### src/rtl/fsup_pkg.sv
package fsup_pkg;
  localparam int FCODE_W = 6;
  localparam int B_VO_OV   = 0;
  localparam int B_HOT     = 1;
  localparam int B_SHDN    = 2;
  localparam int B_SUP_OV  = 3;
  localparam int B_VO_UV   = 4;
  localparam int B_BROWN   = 5;
  localparam logic [FCODE_W-1:0] LATCH_MASK = 6'b000111;
  localparam logic [FCODE_W-1:0] AUTO_MASK  = 6'b111000;

  typedef enum logic [1:0] {
    ST_CHARGE = 2'd0,
    ST_RUN    = 2'd1,
    ST_HOLD   = 2'd2
  } sup_state_t;
endpackage

### src/rtl/fsup_tick.sv
module fsup_tick #(
  parameter int DIV_W = 16
) (
  input  logic             clk,
  input  logic             rst,
  input  logic [DIV_W-1:0] div,
  output logic             tick
);
  logic [DIV_W-1:0] cnt;

  assign tick = (cnt == div);

  always_ff @(posedge clk) begin
    if (rst || tick) cnt <= '0;
    else             cnt <= cnt + 1'b1;
  end

  AST_TICK_BOUND: assert property (@(posedge clk) disable iff (rst)
    $stable(div) |-> (cnt <= div));
endmodule

### src/rtl/fsup_persist.sv
module fsup_persist #(
  parameter int N       = 8,
  parameter bit CLR_ANY = 1'b0
) (
  input  logic clk,
  input  logic rst,
  input  logic en,
  input  logic stb,
  input  logic cond,
  output logic hit
);
  localparam int CW = $clog2(N + 1);
  localparam logic [CW-1:0] LAST = CW'(N - 1);

  logic [CW-1:0] cnt;
  logic          clr_now;

  generate
    if (CLR_ANY) begin : g_clr_any
      assign clr_now = !cond;
    end else begin : g_clr_stb
      assign clr_now = !cond && stb;
    end
  endgenerate

  assign hit = en && stb && cond && (cnt == LAST);

  always_ff @(posedge clk) begin
    if (rst || !en)                        cnt <= '0;
    else if (clr_now)                      cnt <= '0;
    else if (stb && cond && cnt != LAST)   cnt <= cnt + 1'b1;
  end

  AST_PERSIST_RANGE: assert property (@(posedge clk) disable iff (rst)
    cnt <= LAST);
  AST_PERSIST_RESTART: assert property (@(posedge clk) disable iff (rst)
    (!en) |=> (cnt == '0));
endmodule

### src/rtl/fsup_ctrl.sv
module fsup_ctrl
  import fsup_pkg::*;
(
  input  logic clk,
  input  logic rst,
  input  logic sup_on,
  input  logic sup_run,
  input  logic latched,
  input  logic fault_ev,
  output logic in_run,
  output logic pwm_en,
  output logic hvsrc_en
);
  sup_state_t st, st_nx;

  always_comb begin
    st_nx = st;
    case (st)
      ST_CHARGE: if (sup_on) st_nx = latched ? ST_HOLD : ST_RUN;
      ST_RUN: begin
        if (!sup_run)      st_nx = ST_CHARGE;
        else if (fault_ev) st_nx = ST_HOLD;
      end
      ST_HOLD:   if (!sup_run) st_nx = ST_CHARGE;
      default:   st_nx = ST_CHARGE;
    endcase
  end

  always_ff @(posedge clk) begin
    if (rst) begin
      st       <= ST_CHARGE;
      pwm_en   <= 1'b0;
      hvsrc_en <= 1'b1;
    end else begin
      st       <= st_nx;
      pwm_en   <= (st_nx == ST_RUN);
      hvsrc_en <= (st_nx == ST_CHARGE);
    end
  end

  assign in_run = (st == ST_RUN);

  AST_EN_EXCLUSIVE: assert property (@(posedge clk) disable iff (rst)
    !(pwm_en && hvsrc_en));
  AST_FAULT_STOPS: assert property (@(posedge clk) disable iff (rst)
    (in_run && sup_run && fault_ev) |=> !pwm_en);
endmodule

### src/rtl/fault_supervisor.sv
module fault_supervisor
  import fsup_pkg::*;
#(
  parameter int DIV_W    = 16,
  parameter int OV_CYC   = 8,
  parameter int UV_CYC   = 8,
  parameter int BLANK_MS = 45,
  parameter int BO_MS    = 30
) (
  input  logic               clk,
  input  logic               rst,
  input  logic               sup_on,
  input  logic               sup_run,
  input  logic               sup_rel,
  input  logic               sup_ovp,
  input  logic               vo_high,
  input  logic               vo_low,
  input  logic               line_weak,
  input  logic               die_hot,
  input  logic               ext_shdn,
  input  logic               cyc_stb,
  input  logic [DIV_W-1:0]   tick_div,
  output logic               pwm_en,
  output logic               hvsrc_en,
  output logic [FCODE_W-1:0] fault_code
);
  localparam int BO_TICKS = BO_MS + 1;
  localparam int BLK_W    = $clog2(BLANK_MS + 1);
  localparam logic [BLK_W-1:0] BLK_END = BLK_W'(BLANK_MS);

  logic               ms_tick, in_run, run_ok, latched, any_ev;
  logic               hit_ov, hit_uv, hit_bo, uv_armed;
  logic [BLK_W-1:0]   blank_cnt;
  logic [FCODE_W-1:0] ev, ev_first, code_nx;

  fsup_tick #(.DIV_W(DIV_W)) u_tick (
    .clk(clk), .rst(rst), .div(tick_div), .tick(ms_tick));

  assign run_ok   = in_run && sup_run;
  assign uv_armed = run_ok && (blank_cnt == BLK_END);
  assign latched  = |(fault_code & LATCH_MASK);

  always_ff @(posedge clk) begin
    if (rst || !in_run)                   blank_cnt <= '0;
    else if (ms_tick && blank_cnt != BLK_END) blank_cnt <= blank_cnt + 1'b1;
  end

  fsup_persist #(.N(OV_CYC), .CLR_ANY(1'b0)) u_ov (
    .clk(clk), .rst(rst), .en(run_ok), .stb(cyc_stb), .cond(vo_high), .hit(hit_ov));
  fsup_persist #(.N(UV_CYC), .CLR_ANY(1'b0)) u_uv (
    .clk(clk), .rst(rst), .en(uv_armed), .stb(cyc_stb), .cond(vo_low), .hit(hit_uv));
  fsup_persist #(.N(BO_TICKS), .CLR_ANY(1'b1)) u_bo (
    .clk(clk), .rst(rst), .en(run_ok), .stb(ms_tick), .cond(line_weak), .hit(hit_bo));

  always_comb begin
    ev           = '0;
    ev[B_VO_OV]  = hit_ov;
    ev[B_HOT]    = run_ok && die_hot;
    ev[B_SHDN]   = run_ok && ext_shdn;
    ev[B_SUP_OV] = run_ok && sup_ovp;
    ev[B_VO_UV]  = hit_uv;
    ev[B_BROWN]  = hit_bo;
  end

  assign any_ev = |ev;

  always_comb begin
    ev_first = '0;
    for (int i = FCODE_W - 1; i >= 0; i--) begin
      if (ev[i]) ev_first = '0;
      if (ev[i]) ev_first[i] = 1'b1;
    end
  end

  always_comb begin
    code_nx = fault_code;
    if (!sup_run) code_nx = code_nx & ~AUTO_MASK;
    if (!sup_rel) code_nx = code_nx & ~LATCH_MASK;
    if (fault_code == '0 && any_ev) code_nx = ev_first;
  end

  always_ff @(posedge clk) begin
    if (rst) fault_code <= '0;
    else     fault_code <= code_nx;
  end

  fsup_ctrl u_ctrl (
    .clk(clk), .rst(rst), .sup_on(sup_on), .sup_run(sup_run),
    .latched(latched), .fault_ev(any_ev), .in_run(in_run),
    .pwm_en(pwm_en), .hvsrc_en(hvsrc_en));

  AST_CODE_ONEHOT: assert property (@(posedge clk) disable iff (rst)
    $onehot0(fault_code));
  AST_LATCH_KEEP: assert property (@(posedge clk) disable iff (rst)
    (latched && sup_rel) |=> $stable(fault_code));
  AST_LATCH_NO_PWM: assert property (@(posedge clk) disable iff (rst)
    latched |-> !pwm_en);
  AST_BLANK_RANGE: assert property (@(posedge clk) disable iff (rst)
    blank_cnt <= BLK_END);
  AST_AUTO_CLEAR: assert property (@(posedge clk) disable iff (rst)
    (!sup_run) |=> ((fault_code & AUTO_MASK) == '0));
endmodule

### config.mk
export PLATFORM = sky130hd
export DESIGN_NAME = fault_supervisor
export DESIGN_NICKNAME = d
export VERILOG_FILES = /design/src/rtl/fsup_pkg.sv /design/src/rtl/fsup_tick.sv /design/src/rtl/fsup_persist.sv /design/src/rtl/fsup_ctrl.sv /design/src/rtl/fault_supervisor.sv
export SDC_FILE = /design/constraint.sdc
export NUM_CORES = 1
export LEC_CHECK = 0
export ABC_CLOCK_PERIOD_IN_PS = 1750
export CAP_MARGIN = 10
export CORE_ASPECT_RATIO = 1.2
export CORE_MARGIN = 5
export CORE_UTILIZATION = 48
export DETAILED_ROUTE_END_ITERATION = 8
export HOLD_SLACK_MARGIN = 0.08
export MAX_ROUTING_LAYER = met4
export PLACE_DENSITY = 0.76
export SLEW_MARGIN = 10
export SYNTH_ARGS = -nofsm -noshare
export SYNTH_HDL_FRONTEND = slang
export SYNTH_SLANG_ARGS = --single-unit
### constraint.sdc
create_clock -name clk -period 1.75 [get_ports clk]
set_input_delay 0.35 -clock clk [delete_from_list [all_inputs] [get_ports clk]]
set_output_delay 0.35 -clock clk [all_outputs]
set_load 0.01 [all_outputs]
* After elaboration in Yosys (flattened, before gate mapping)
Cells that the tools add are included.
** Storage, ports and cells
- Register bits :: 45
- Logic and storage cells :: 90
** Cells by class
- $add $sub $neg :: 5
- Muxes and demuxes :: 20
- Equal/unequal tests :: 13
- Reductions and logical operators :: 41
- Bitwise logic cells :: 1
** Operators with widths (count)
- 6-bit 2-to-1 mux :: 7
- 1-bit logical AND :: 24
- 16-bit by 1-bit adder with 16-bit output, second input constant :: 1
- 16-bit equality test :: 1
- 2-bit 2-to-1 mux :: 5
- 4-bit by 1-bit adder with 4-bit output, second input constant :: 2
- 4-bit by 3-bit equality test with 1-bit output, second input constant :: 2
- 4-bit by 3-bit != test with 1-bit output, second input constant :: 2
- 6-bit by 1-bit adder with 6-bit output, second input constant :: 1
- 6-bit equality test, second input constant :: 1
- 6-bit zero test :: 1
- 1-bit 2-to-1 mux :: 6
- 6-bit != test, second input constant :: 1
- 2-bit case mux with 3 select lines :: 1
- 2-bit OR reduction :: 3
- 6-bit OR reduction :: 1
- 5-bit by 1-bit adder with 5-bit output, second input constant :: 1
- 5-bit equality test, second input constant :: 1
- 1-bit zero test :: 5
- 5-bit != test, second input constant :: 1
- 2-bit by 1-bit equality test with 1-bit output, second input constant :: 2
- 2-bit zero test :: 2
- 1-bit logical OR :: 4
- 3-bit 2-to-1 mux :: 1
- 4 further kinds :: 4

* Logic depth before layout (Yosys ltp)
Gate-level depths: netlist (run 1).
- Word-level depth :: 17
- Gate-level depth with buffers :: 7
- Gate-level depth less buffers :: 7

* By module
A second synthesis (run 1) with hierarchy kept.
** Second synthesis, totals
- Cell total of the unflattened synthesis :: 263
- Area, all modules :: 2387.3 um^2
** Modules (own cells, without submodules)
- fsup_tick :: cells an instance 101, times used 1, seq. area each 320.3 um^2, area each 900.9 um^2
- fault_supervisor :: cells an instance 64, times used 1, seq. area each 240.2 um^2, area each 600.6 um^2
- fsup_persist (u_ov ...) :: cells an instance 24, times used 2, seq. area each 80.1 um^2, area each 221.5 um^2
- fsup_persist (u_bo) :: cells an instance 31, times used 1, seq. area each 100.1 um^2, area each 272.8 um^2
- fsup_ctrl :: cells an instance 19, times used 1, seq. area each 80.1 um^2, area each 170.2 um^2

* Worst setup path before layout (run 1)
OpenSTA, ideal clock, no wires.
- Path kind :: input port to flip-flop
- From :: input tick_div[9]
- To :: register u_ctrl.pwm_en
- Stages :: 6
- Arrival time :: 1566 ps
- Buffers on the path :: 1
- Setup slack :: 67 ps
- Cells stage by stage :: xor2_1 -> nor4_1 -> nand4_1 -> buf_2 -> or2_1 -> a22o_1
** Between the ends
- Word-level cells in the longest chain between the ends :: 9
** Ends and longest elaborated chain
- start, declared :: RTL line fault_supervisor.sv:22 : input logic [DIV_W-1:0] tick_div,
- 16-bit equality test :: RTL line fsup_tick.sv:11 : assign tick = (cnt == div);
- 1-bit logical AND (3 in a row) :: RTL line fsup_persist.sv:26 : assign hit = en && stb && cond && (cnt == LAST);
- 6-bit OR reduction :: RTL line fault_supervisor.sv:65 : assign any_ev = |ev;
- 2-bit 2-to-1 mux :: RTL line fsup_ctrl.sv:22 : else if (fault_ev) st_nx = ST_HOLD;
- 2-bit 2-to-1 mux :: RTL line fsup_ctrl.sv:21 : if (!sup_run) st_nx = ST_CHARGE;
- 2-bit case mux with 3 select lines :: RTL line fsup_ctrl.sv:18 : case (st)
- 2-bit by 1-bit equality test with 1-bit output :: RTL line fsup_ctrl.sv:36 : pwm_en <= (st_nx == ST_RUN);
- end signal, assigned :: RTL line fsup_ctrl.sv:36
- end, declared :: RTL line fsup_ctrl.sv:11 : output logic pwm_en,
No other way between the ends.
A chain may end at the register's enable or synchronous reset.

* Worst setup path after layout (run 1)
- From :: input tick_div[11]
- To :: register u_bo.cnt[1]
** Between the ends
- Word-level cells in the longest chain between the ends :: 3
** Ends and longest elaborated chain
- 16-bit equality test :: RTL line fsup_tick.sv:11
- 1-bit logical AND (2 in a row) :: RTL line fsup_persist.sv:31 : else if (stb && cond && cnt != LAST) cnt <= cnt + 1'b1;
- end signal, assigned :: RTL line fsup_persist.sv:31
- end, declared :: RTL line fsup_persist.sv:15 : logic [CW-1:0] cnt;
No other way between the ends.

==> impl_metrics.ini, run 1 <==
[global_routing]
met1_usage_pct = 20.2
gr-max-usage-layer = met2
grt_pass1_wl_mm = 9.59
grt_max_degree = 14
met3_usage_pct = 3.83
grt_use_met2_pct = 38.1
gr-total-overflow = 0
antenna_found_initial = 0
grtUsageTotal_pct = 20.4
grt_pass1_vias = 2204

[floorplanning]
core_sq_mm = 0.00456
dieArea_sq_mm = 0.00613
placementRows = 27
die_height_microns = 84.8
io_pins = 36
initial_core_util_pct = 49.1
die-width_microns = 72.3

[critical_path]
rr_startpoint = u_tick.cnt[9]
crit_path_end_kind = flop
r2r-end = u_bo.cnt[1]
cp_common_cell = buf_6
start_kind = input pin
critPathBufInv = 4
worstPathMaxFanout = 7
crit_family = buffers and inverters
reg2regPathDepth = 8
cp_slowest_cell = clkdlybuf4s50_1
rrSetupSlack_ns = -0.11
cp.required_ns = 1.98
critPathMaxStageDelay_ns = 0.42
crit_type = input pin to flop
path_cells = clkdlybuf4s50_1 -> xor2_1 -> nor4_1 -> nand4_1 -> buf_6 -> buf_6 -> buf_6 -> or3_1 -> a21oi_1
critPathArrivalTime_ns = 2.10

[power]
leakagePower_uw = 0.00130
ir_drop_v = 0.000504
power.total_uw = 1910
p_per_area_mw_per_mm2 = 590

[timing]
post-route-period-util_pct = 107
rsz0062_at_grt = yes
setup_slack_ns = -0.116
fmax_ghz = 0.536
skew_ns = 0.00576
finalCriticalPeriod_ns = 1.87
hold_viol_final = 0
tns_ns = -0.382
maxSlewViolCount = 0
tightest_slew_ns = 0.438
relSlewSlack_pct = 70.7
setup_viol = 8

[clock_network]
cts.clk_slew.worst_paths_ns = 0.08
cts_buffers = 5
cts-htree-levels = 2
tritoncts = done
cts.sinks = 45
cts_root_buffer = clkbuf_8
clockBufferDepth = 2
insertion_delay_ns = 0.30

[synth]
yosysSeqAreaShare_pct = 40.2
netlist_instances = 258
post-synth-top-area-fraction_pct = 40.2
ys_ff_latch = 45
synth_area_leaders = dfxtp_1 40%, xor2_1 10%, nor2_1 5.4%
syn-num-nets = 293
synth_area_sq_mm = 0.00224
synth_ff_type = dfxtp_1
synthTopCellsByCount = 45 x dfxtp_1, 32 x nor2_1, 26 x xor2_1
yosysMostFrequentCell = dfxtp_1
yosysTopAreaCell = dfxtp_1
synth.avg_cell_area_sq_um = 8.68
synth_cell_types = 41
synth_edf_count = 0
ys.warnings.count = 0
synth_async_sr_flop_share_pct = 0

[min_path]
hold_path_depth = 2
holdCritStartpoint = u_bo.cnt[4]
hold_end = u_bo.cnt[4]
hp-class = flop to flop

[run]
maxCapViolations = 0

[cells_and_area]
syn_to_final_growth_pct = 44.2
fill_cells = 365
final_nets = 376
drive_above_1_share_pct = 24.6
stdcell_count = 400
diodes = 0

[route]
viasPerCell = 5.44
wl_mm = 5.92
avgRoutedWirePerCell_microns = 14.8
drtIter0Drc = 131
drc = 0
final_antenna_net_count = 0
vias = 2175
drtPass1Iterations = 4

[outcome]
status = finished with violations
violations = setup timing

[place]
placed_cells = 389
dp_slack_ns = -0.623
place.port_buffers = 35
place.gp.congestion = 0.821
place_hpwl_mm = 4.35
## kinds of logic after synthesis
family,Yosys count,share of synthesized area (%)
AOI/OAI and AO/OA,44,13.4
xor gates and xnor gates,34,13.3
adders and majority gates,7,3.91
buffers and inverters,17,3.02
DFF,45,40.2
muxes,2,0.894
and+or+nand+nor,109,25.2
## routing by layer
layer  vias up  routed length [microns]  part of all wire [%]
li1       1090                        -                     -
met1      1029                     2350                    40
met2        44                     3220                    54
met3        12                      227                   3.8
met4         0                      115                   1.9
met5         -                        0                     0
## worst register-to-register path: stages, from the launching register on
cell     delay [ns]
dfxtp_2        0.33
xor2_1         0.14
nor4_2         0.33
nand4_1        0.14
buf_6          0.16
buf_6          0.12
buf_6          0.11
or3_1          0.33
a21oi_1        0.12
## flip-flops by register name, summed over array words and instances, names as in the netlist
signal           count
fault_code           6
u_ctrl.pwm_en        1
u_ctrl.hvsrc_en      1
u_uv.cnt             4
u_ov.cnt             4
u_tick.cnt          16
u_bo.cnt             5
u_ctrl.st            2
blank_cnt            6
## worst max path at each step
stage / start / end / slack [ns] / cells past startpoint
after CTS: u_tick.cnt[3] / u_bo.cnt[1] / -0.17 / 8
final: tick_div[11] / u_bo.cnt[1] / -0.12 / 9
after global placement: tick_div[8] / u_bo.cnt[4] / -0.57 / 7
after floorplan: tick_div[9] / u_ctrl.pwm_en / 0.07 / 6
after global routing: u_tick.cnt[9] / u_bo.cnt[1] / -0.17 / 8
after detailed placement: tick_div[9] / blank_cnt[5] / -0.62 / 7
## where the power goes
group	internal, uW	switching [uW]
Combinational	135	101
Clock	277	345
Sequential	1040	10.6
## cell usage in the layout, fill, tap and decap left out, drive strengths merged, types with 2 or more instances in the layout
cell type,instances
buf,49
dfxtp,45
nor2,32
xor2,26
clkdlybuf4s50,20
nand2,16
a21oi,15
dlygate4sd2,13
nand3,12
inv,9
xnor2,8
nand4,8
ha,7
or3,7
o21ai,7
clkbuf,6
nor4,6
and3,5
o41ai,5
or4,4
nand3b,3
a22o,3
o31ai,3
nor3,3
or2,3
o311ai,3
and3b,2
a32oi,2
nor2b,2
mux2i,2
clkinv,2
dlymetal6s2s,2
nor3b,2
nand2b,2
## per-stage QoR
stage	hold WS (ns)	util, %	area, sq um
after detailed placement	0.467	65.2	2970
after global routing	0.505	70.8	3230
after floorplan	0.443	-	2240
after global placement	0.451	65.2	2970
after CTS	0.481	69.6	3180
final	0.483	70.8	3230
## cell type report
class	instances	area (sq um)	share of cell area, %
clock inverter	2	10.0	0.310
clock buffer	6	72.6	2.25
timing repair buffer	84	726	22.5
tap	58	72.6	2.25
sequential	45	906	28.1
inverter	9	33.8	1.05
multi-input combinational	196	1410	43.6
## timing repair
action,CTS,global route
setup buffers,3,0
resized for setup,34,17
hold buffers,0,0
setup endpoints to repair,35,28
cloned,0,0
pin swaps,19,11
No activity file was read; power rests on OpenSTA's default activity.
==> run 2: changes to the inputs <==
--- a/config.mk
+++ b/config.mk
@@ -6,7 +6,7 @@
 export NUM_CORES = 1
 export LEC_CHECK = 0
 export ABC_CLOCK_PERIOD_IN_PS = 1750
-export CAP_MARGIN = 10
+export CAP_MARGIN = 20
 export CORE_ASPECT_RATIO = 1.2
 export CORE_MARGIN = 5
 export CORE_UTILIZATION = 48
==> results of run 2 <==
The final DEF is identical to that of run 1; final timing and power are the same.
